### src/rtl/irq_sel_pkg.sv
package irq_sel_pkg;
  typedef enum logic [1:0] {
    PRIV_USER  = 2'd0,
    PRIV_SUPER = 2'd1,
    PRIV_RSVD  = 2'd2,
    PRIV_MACH  = 2'd3
  } priv_e;

  function automatic logic below_mach(input priv_e p);
    return p != PRIV_MACH;
  endfunction
endpackage

### src/rtl/irq_gate.sv
module irq_gate
  import irq_sel_pkg::*;
#(
  parameter int NLINES = 16
) (
  input  logic [NLINES-1:0] cand_i,
  input  logic [NLINES-1:0] deleg_i,
  input  priv_e             priv_i,
  input  logic              mie_glb_i,
  input  logic              sie_glb_i,
  output logic [NLINES-1:0] pass_o
);
  logic mach_ok;
  logic super_ok;

  always_comb begin
    mach_ok  = below_mach(priv_i) || mie_glb_i;
    super_ok = (priv_i == PRIV_USER) || ((priv_i == PRIV_SUPER) && sie_glb_i);
  end

  for (genvar g = 0; g < NLINES; g++) begin : g_line
    assign pass_o[g] = cand_i[g] & (deleg_i[g] ? super_ok : mach_ok);
  end

  always_comb begin

    mach_masked_chk: assert ((priv_i != PRIV_MACH) || mie_glb_i ||
                             ((pass_o & ~deleg_i) == '0))
      else $error("non-delegated line passed in machine mode with global enable off");

    deleg_blocked_chk: assert (!((priv_i == PRIV_MACH) || (priv_i == PRIV_RSVD)) ||
                               ((pass_o & deleg_i) == '0))
      else $error("delegated line passed above supervisor");

    subset_chk: assert ((pass_o & ~cand_i) == '0)
      else $error("line passed without being a candidate");
  end
endmodule

### src/rtl/irq_prio_enc.sv
module irq_prio_enc #(
  parameter int NLINES = 16,
  localparam int IDX_W = (NLINES > 1) ? $clog2(NLINES) : 1
) (
  input  logic [NLINES-1:0] vec_i,
  output logic              found_o,
  output logic [IDX_W-1:0]  idx_o
);
  always_comb begin
    found_o = 1'b0;
    idx_o   = '0;
    for (int i = NLINES - 1; i >= 0; i--) begin
      if (vec_i[i]) begin
        found_o = 1'b1;
        idx_o   = IDX_W'(i);
      end
    end
  end

  always_comb begin

    lowest_wins_chk: assert (!found_o ||
                             (vec_i[idx_o] && ((vec_i & ((NLINES'(1) << idx_o) - NLINES'(1))) == '0)))
      else $error("selected line is not the lowest set bit");

    none_found_chk: assert (found_o || (vec_i == '0))
      else $error("set bit present but nothing found");
  end
endmodule

### src/rtl/irq_select.sv
module irq_select
  import irq_sel_pkg::*;
#(
  parameter int NLINES  = 16,
  parameter int CAUSE_W = 32
) (
  input  logic [NLINES-1:0]  pend_i,
  input  logic [NLINES-1:0]  ena_i,
  input  logic [NLINES-1:0]  deleg_i,
  input  logic [1:0]         priv_i,
  input  logic               mie_glb_i,
  input  logic               sie_glb_i,
  output logic               take_o,
  output logic [CAUSE_W-1:0] cause_o
);
  localparam int IDX_W = (NLINES > 1) ? $clog2(NLINES) : 1;

  logic [NLINES-1:0] cand;
  logic [NLINES-1:0] pass;
  logic [IDX_W-1:0]  sel_idx;
  logic              found;

  assign cand = pend_i & ena_i;

  irq_gate #(.NLINES(NLINES)) u_gate (
    .cand_i    (cand),
    .deleg_i   (deleg_i),
    .priv_i    (priv_e'(priv_i)),
    .mie_glb_i (mie_glb_i),
    .sie_glb_i (sie_glb_i),
    .pass_o    (pass)
  );

  irq_prio_enc #(.NLINES(NLINES)) u_enc (
    .vec_i   (pass),
    .found_o (found),
    .idx_o   (sel_idx)
  );

  always_comb begin
    take_o  = found;
    cause_o = '0;
    if (found) begin
      cause_o[IDX_W-1:0]   = sel_idx;
      cause_o[CAUSE_W-1]   = 1'b1;
    end
  end

  always_comb begin

    cause_flag_chk: assert (!take_o || (cause_o[CAUSE_W-1] && pend_i[cause_o[IDX_W-1:0]] &&
                                        ena_i[cause_o[IDX_W-1:0]]))
      else $error("taken cause does not name a pending enabled line");

    idle_cause_chk: assert (take_o || (cause_o == '0))
      else $error("cause not zero while nothing is taken");
  end
endmodule

### config.mk
export PLATFORM = sky130hd
export DESIGN_NAME = irq_select
export DESIGN_NICKNAME = d
export VERILOG_FILES = /design/src/rtl/irq_sel_pkg.sv /design/src/rtl/irq_gate.sv /design/src/rtl/irq_prio_enc.sv /design/src/rtl/irq_select.sv
export SDC_FILE = /design/constraint.sdc
export NUM_CORES = 1
export LEC_CHECK = 0
export BUFFER_PORTS_ARGS = -buffer_cell sky130_fd_sc_hd__buf_2
export CAP_MARGIN = 10
export CORE_AREA = 2 2 50 52
export DETAILED_ROUTE_END_ITERATION = 8
export DIE_AREA = 0 0 52 54
export PLACE_DENSITY = 0.93
export SYNTH_ARGS = -nofsm -noshare
export SYNTH_HDL_FRONTEND = slang
export SYNTH_HIERARCHICAL = 1
export SYNTH_SLANG_ARGS = --single-unit
export TNS_END_PERCENT = 10
### constraint.sdc
create_clock -name vclk -period 4.95
set_clock_uncertainty 0.15 [all_clocks]
set_input_delay 0.7425 -clock vclk [all_inputs]
set_output_delay 0.7425 -clock vclk [all_outputs]
set_load 0.005 [all_outputs]
==> results_dict.tcl, run 1 <==
set metrics [dict create \
    fillers 256 \
    drt_iter0_markers 11 \
    synth_most_common_cell "buf_4" \
    tns_ns 0 \
    end_kind "output pin" \
    synth_top_family_by_area "simple AND/OR/NAND/NOR gates" \
    n_sequential_cell 0 \
    hold_class "input port to output pin" \
    design_area_um2 1087 \
    core_um2 2320 \
    drt-total-wl_mm 2.073 \
    yosys.area.top_type "buf_4" \
    finalHoldViolCount 0 \
    wire_per_inst_um 8.897 \
    drive_above_1_share_pct 30.54 \
    worstPathArrival_ns 2.75 \
    grtUsageTotal_pct 14.11 \
    grt_pass1_wl_mm 3.256 \
    portBuffers 58 \
    yosys-top-cells-count "buf_4, nand2_1, and2_1" \
    antenna_found_initial 0 \
    post_cts_resized 0 \
    synthAdderAreaFrac_pct 0 \
    gp_congestion 0.7568 \
    maxCapViolations 0 \
    drc 0 \
    core.rowCount 18 \
    synth_area_leaders "buf_4, and2_1, and3_1" \
    synth_top_cell_area_share_pct 24.07 \
    dp_worst_setup_slack_ns 1.305 \
    setup.worst_path.start_class "input port" \
    intPower_uw 45.73 \
    ioPinCount 85 \
    synth.area.mux_share_pct 0 \
    critPathCapture "cause_o[1]" \
    die_h_um 54 \
    yosysSeqAreaShare_pct 0 \
    rsz0062_at_grt "no" \
    crit_fanout 17 \
    ys_warn_count 6 \
    postCtsHoldBufs 0 \
    peakVddDrop_mv 0.03833 \
    diodes 0 \
    die_w_um 52 \
    whs_ns 2.021 \
    finalCriticalPeriod_ns 3.641 \
    synth-simple-area-share_pct 56.43 \
    avgSynthCellArea_um2 5.951 \
    power.density_nw_per_um2 82.11 \
    seqPwrFrac_pct 0 \
    fin_nets 257 \
    synthCells 152 \
    viasPerCell 4.494 \
    synthesis.area_um2 904.6 \
    grt_overflow_total 0 \
    final-seq-area_um2 0 \
    place_hpwl_mm 1.825 \
    p_leak_nw 0.6147 \
    fin_ws_ns 1.309 \
    outcome "finished, final reports clean" \
    setup_viol 0 \
    synth_compound_area_share_pct 15.08 \
    dpl_cell_area_um2 1087 \
    grt_max_degree 18 \
    max_freq_mhz 274.6 \
    synth_xor_area_share_pct 0 \
    post-route-period-util_pct 73.56 \
    ys_types 24 \
    p_comb_share_pct 100.0 \
    crit_required_ns 4.06 \
    clockPowerShare_pct 0 \
    nClkBuffers 0 \
    worstSetupPathType "input port to output pin" \
    swShare_pct 48.78 \
    startpoint "priv_i[1]" \
    die_area_um2 2808 \
    syn_to_final_growth_pct 20.19 \
    grt_pass1_vias 843 \
    vias 1047 \
    drt_pass1_iterations 4 \
    power_switching_uw 43.55 \
    initial_core_util_pct 39.00 \
    ant_nets 0 \
    post_cts_buffers 0 \
    totalPowerFinal_uw 89.28 \
    slew_viol_final 0 \
]
-- per-layer routing --
layer	part of all wire, %	vias to the layer above	routed length, µm	GRT usage, %
met5	0	-	0	0
met4	0	0	0	0.4386
met3	7.8	0	161	0.5556
met2	50	45	1036	26.58
met1	42	446	875	18.63
li1	-	556	-	-
-- critical path: stages --
cell and delay, ns:
buf_2 0.26, nor2b_4 0.40, o21ai_1 0.12, and3_1 0.21, nor4_2 0.30, and3_1 0.21, nand4_1 0.19, and2_1 0.20
buf_2 0.12
-- stage by stage --
| stage | instances | utilization [%] |
|---|---|---|
| 2_1_floorplan | 178 | - |
| 3_3_place_gp | 233 | 46.87 |
| 3_5_place_dp | 233 | 46.87 |
| 4_1_cts | 233 | 46.87 |
| 5_1_grt | 233 | 46.87 |
| 6_report | 233 | 46.87 |
-- cell type report --
type / count / area, µm² / area share (%)
Tap cell: 30 / 37.54 / 3.452
Inverter: 3 / 11.26 / 1.036
Timing Repair Buffer: 58 / 290.3 / 26.70
Multi-Input combinational cell: 142 / 748.2 / 68.81
-- worst min path at each step --
| stage | startpoint | cells after the start | slack [ns] | to |
|---|---|---|---|---|
| floorplan | deleg_i[2] | 4 | 1.73 | take_o |
| global placement | deleg_i[2] | 6 | 2.01 | take_o |
| detailed placement | deleg_i[3] | 6 | 2.03 | cause_o[31] |
| CTS | deleg_i[3] | 6 | 2.03 | cause_o[31] |
| global route | deleg_i[3] | 6 | 2.09 | cause_o[31] |
| finish | deleg_i[3] | 6 | 2.02 | cause_o[31] |
-- cell usage in the layout (no fill, tap or decap), drive strengths merged --
cell	count
nor2b	18
a21oi	4
o21ai	17
buf	58
nor3b	1
inv	3
nor4	2
nor3	2
a31oi	1
nand3	1
o311a	1
and2	20
nand2	21
nand4	1
o22ai	1
conb	27
o31ai	1
nor2	7
and3	17
-- cell families after synthesis --
| group | Yosys count |
|---|---|
| AO/OA/AOI/OAI | 25 |
| other | 1 |
| AND/OR/NAND/NOR | 90 |
| buffers and inverters | 36 |
-- power groups by stage --
stage                     Combinational, mW  Clock (mW)  Sequential (mW)
final                                0.0893           0                0
after global routing                  0.103           0                0
after CTS                            0.0894           0                0
after detailed placement             0.0890           0                0
after global placement               0.0869           0                0
after floorplan                      0.0725           0                0
No activity file was read; power rests on OpenSTA's default activity.
==> run 2, diff against run 1 <==
- CORE_AREA: 2 2 50 52 -> 2 2 54 56
- DIE_AREA: 0 0 52 54 -> 0 0 56 58
- PLACE_DENSITY: 0.93 -> 0.84
- clock period: 4.95 -> 3.2 ns (I/O delays scaled with it)
==> results_dict.tcl, run 2 (synthesis results as in run 1) <==
set metrics [dict create \
    grt_pass1_wl_mm 3.712 \
    post_cts_buffers 0 \
    whs_ns 1.497 \
    p_leak_nw 0.6196 \
    totalPowerFinal_uw 139.9 \
    n_sequential_cell 0 \
    instances_no_fill 235 \
    die_area_um2 3248 \
    max_stage_delay_ns 0.32 \
    dp_cells 235 \
    die_w_um 56 \
    end_kind "output pin" \
    worstSetupPathType "input port to output pin" \
    portBuffers 58 \
    die_h_um 58 \
    final-seq-area_um2 0 \
    vias 1061 \
    tns_ns 0 \
    hold_class "input port to output pin" \
    finalCriticalPeriod_ns 2.891 \
    wire_per_inst_um 9.336 \
    path_cells "buf_2, nor2b_4, o21ai_1, and3_1, nor4_2, and3_1, nand4_1, and2_1, buf_2" \
    nClkBuffers 0 \
    postCtsHoldBufs 0 \
    drive_above_1_share_pct 30.88 \
    ioPinCount 85 \
    maxCapViolations 0 \
    viasPerCell 4.515 \
    final_common_cell "buf_2" \
    slew_viol_final 0 \
    gp_congestion 0.8071 \
    setup_viol 0 \
    critPathTopFamily "simple AND/OR/NAND/NOR gates" \
    crit_slowest_cell "nor2b_4" \
    finalHoldViolCount 0 \
    core_um2 2663 \
    peakVddDrop_mv 0.07179 \
    dpl_cell_area_um2 1096 \
    drt_pass1_iterations 4 \
    drt-total-wl_mm 2.194 \
    core.rowCount 19 \
    setup.worst_path.start_class "input port" \
    final_cell_mix "buf_2, conb_1, nand2_1" \
    design_area_um2 1096 \
    post-route-period-util_pct 90.35 \
    post_cts_resized 0 \
    outcome "finished, final reports clean" \
    grtUsageTotal_pct 13.35 \
    ant_nets 0 \
    grt_overflow_total 0 \
    syn_to_final_growth_pct 21.16 \
    place_hpwl_mm 1.957 \
    drc 0 \
    initial_core_util_pct 33.98 \
    crit_buf_inv 2 \
    max_freq_mhz 345.9 \
    fillers 301 \
    rsz0062_at_grt "no" \
    drt_iter0_markers 13 \
    diodes 0 \
    fin_nets 258 \
    crit_fanout 16 \
    grt_pass1_vias 932 \
    antenna_found_initial 0 \
    power.density_nw_per_um2 127.7 \
    grt_max_degree 17 \
    crit_required_ns 2.57 \
    worstPathArrival_ns 2.26 \
]
## run 2: cell type report
type,count,area (µm²),area share [%]
multi-input combinational,142,748.2,68.26
inverter,3,11.26,1.027
tap,31,38.79,3.539
timing repair buffer,59,297.8,27.17
## run 2: tightest hold or removal path: stages
cell and delay, ns:
buf_2 0.10, nand2_1 0.05, and3_1 0.17, nor2_1 0.08, nand4_1 0.15, buf_2 0.14
## run 2: per-layer routing
layer | GRT usage [%] | routed length (µm)
met5 | 0 | 0
met4 | 0 | 0
met2 | 28.07 | 1164
met3 | 1.116 | 160
met1 | 15.36 | 869
## run 2: final timing paths
path,to,cells past startpoint,start
worst max-delay path,cause_o[2],9,priv_i[1]
worst min-delay path,take_o,6,deleg_i[2]
## run 2: through the flow
stage	setup slack [ns]	utilization, %
after CTS	0.2982	41.17
after global routing	0.02168	41.17
after global placement	0.3887	41.17
final	0.3089	41.17
after detailed placement	0.2993	41.17
after floorplan	0.5272	-
## run 2: power breakdown
| part | switching [mW] | internal [mW] | leakage (nW) |
|---|---|---|---|
| Combinational | 0.0684 | 0.0715 | 0.620 |
| Clock | 0 | 0 | 0 |
| Sequential | 0 | 0 | 0 |
| Total | 0.0684 | 0.0715 | 0.620 |
==> run 3, diff against run 2 <==
- CORE_AREA: 2 2 54 56 -> 8 8 60 62
- DIE_AREA: 0 0 56 58 -> 0 0 68 70
==> results_dict.tcl, run 3 (synthesis results as in run 1) <==
set metrics [dict create \
    outcome "finished, final reports clean" \
    core.rowCount 19 \
    finalHoldViolCount 0 \
    drt_pass1_iterations 4 \
    post-route-period-util_pct 91.15 \
    die_area_um2 4760 \
    maxCapViolations 0 \
    nClkBuffers 0 \
    grtUsageTotal_pct 10.25 \
    setup.worst_path.start_class "input port" \
    setup_viol 0 \
    drive_above_1_share_pct 30.88 \
    final-seq-area_um2 0 \
    core_um2 2663 \
    initial_core_util_pct 33.98 \
    design_area_um2 1096 \
    final_common_cell "buf_2" \
    dr_wl_met2_mm 1.450 \
    vias 1074 \
    fillers 302 \
    crit_required_ns 2.57 \
    grt_overflow_total 0 \
    tns_ns 0 \
    place_hpwl_mm 2.479 \
    worstSetupPathType "input port to output pin" \
    ioPinCount 85 \
    finalCriticalPeriod_ns 2.917 \
    die_w_um 68 \
    max_freq_mhz 342.9 \
    wl_met3_um 268 \
    post_cts_resized 0 \
    final_cell_mix "buf_2, conb_1, nand2_1" \
    end_kind "output pin" \
    diodes 0 \
    n_sequential_cell 0 \
    post_cts_buffers 0 \
    die_h_um 70 \
    worstPathArrival_ns 2.29 \
    gp_congestion 0.7862 \
    drt_iter0_markers 17 \
    drc 0 \
    wl_met1_mm 1.028 \
    drt-total-wl_mm 2.747 \
    routed.top_layer "met3" \
    dpl_cell_area_um2 1096 \
    grt_pass1_wl_mm 4.250 \
    rsz0062_at_grt "no" \
    antenna_found_initial 0 \
    slew_viol_final 0 \
    grt_pass1_vias 1038 \
    peakVddDrop_mv 0.06445 \
    viasPerCell 4.570 \
    hold_class "input port to output pin" \
    postCtsHoldBufs 0 \
    portBuffers 58 \
    syn_to_final_growth_pct 21.16 \
    fin_nets 258 \
    multi_input_area_um2 748.2 \
    wire_per_inst_um 11.69 \
    power.density_nw_per_um2 129.5 \
    p_leak_nw 0.6196 \
    grt_max_degree 17 \
    crit_fanout 16 \
    ant_nets 0 \
]
[run 3: cell counts in the layout (fill, tap and decap cells not counted)]
No cell type changed its count.
[run 3: path summary, 6_finish.rpt]
kind / start / endpoint / slack [ns] / cells after the start
setup / recovery: priv_i[1] / cause_o[1] / 0.28 / 9
hold / removal: deleg_i[2] / take_o / 1.50 / 6
[run 3: through the flow]
step	total power [mW]	std cells	worst slack, ns	utilization [%]	hold slack [ns]
2_1_floorplan	0.1121	178	0.5272	-	1.205
3_3_place_gp	0.1374	235	0.3674	41.17	1.482
3_5_place_dp	0.1409	235	0.2930	41.17	1.499
4_1_cts	0.1412	235	0.2988	41.17	1.502
5_1_grt	0.1598	235	0.06330	41.17	1.572
6_report	0.1420	235	0.2833	41.17	1.502
[run 3: layout make-up]
| cell class | count | area share (%) |
|---|---|---|
| inverters | 3 | 1.027 |
| multi-input cells | 142 | 68.26 |
| well taps | 31 | 3.539 |
| repair buffers | 59 | 27.17 |
[run 3: metal layers]
layer  track usage (%)  vias up
met5                 0        -
met4                 0        0
met3             2.552        0
met2             19.94       39
met1             11.02      478
li1                  -      557
[run 3: power breakdown]
part | internal [mW] | switching, mW | leakage [nW]
clock | 0 | 0 | 0
combinational | 0.0717 | 0.0703 | 0.620
sequential | 0 | 0 | 0
total | 0.0717 | 0.0703 | 0.620
[run 3: critical path, cell delays in order]
cell and delay, ns:
buf_2 0.09, nor2b_4 0.34, o21ai_1 0.11, and3_1 0.21, nor4_2 0.30, and3_1 0.21
nand4_1 0.20, and2_1 0.21, buf_2 0.12
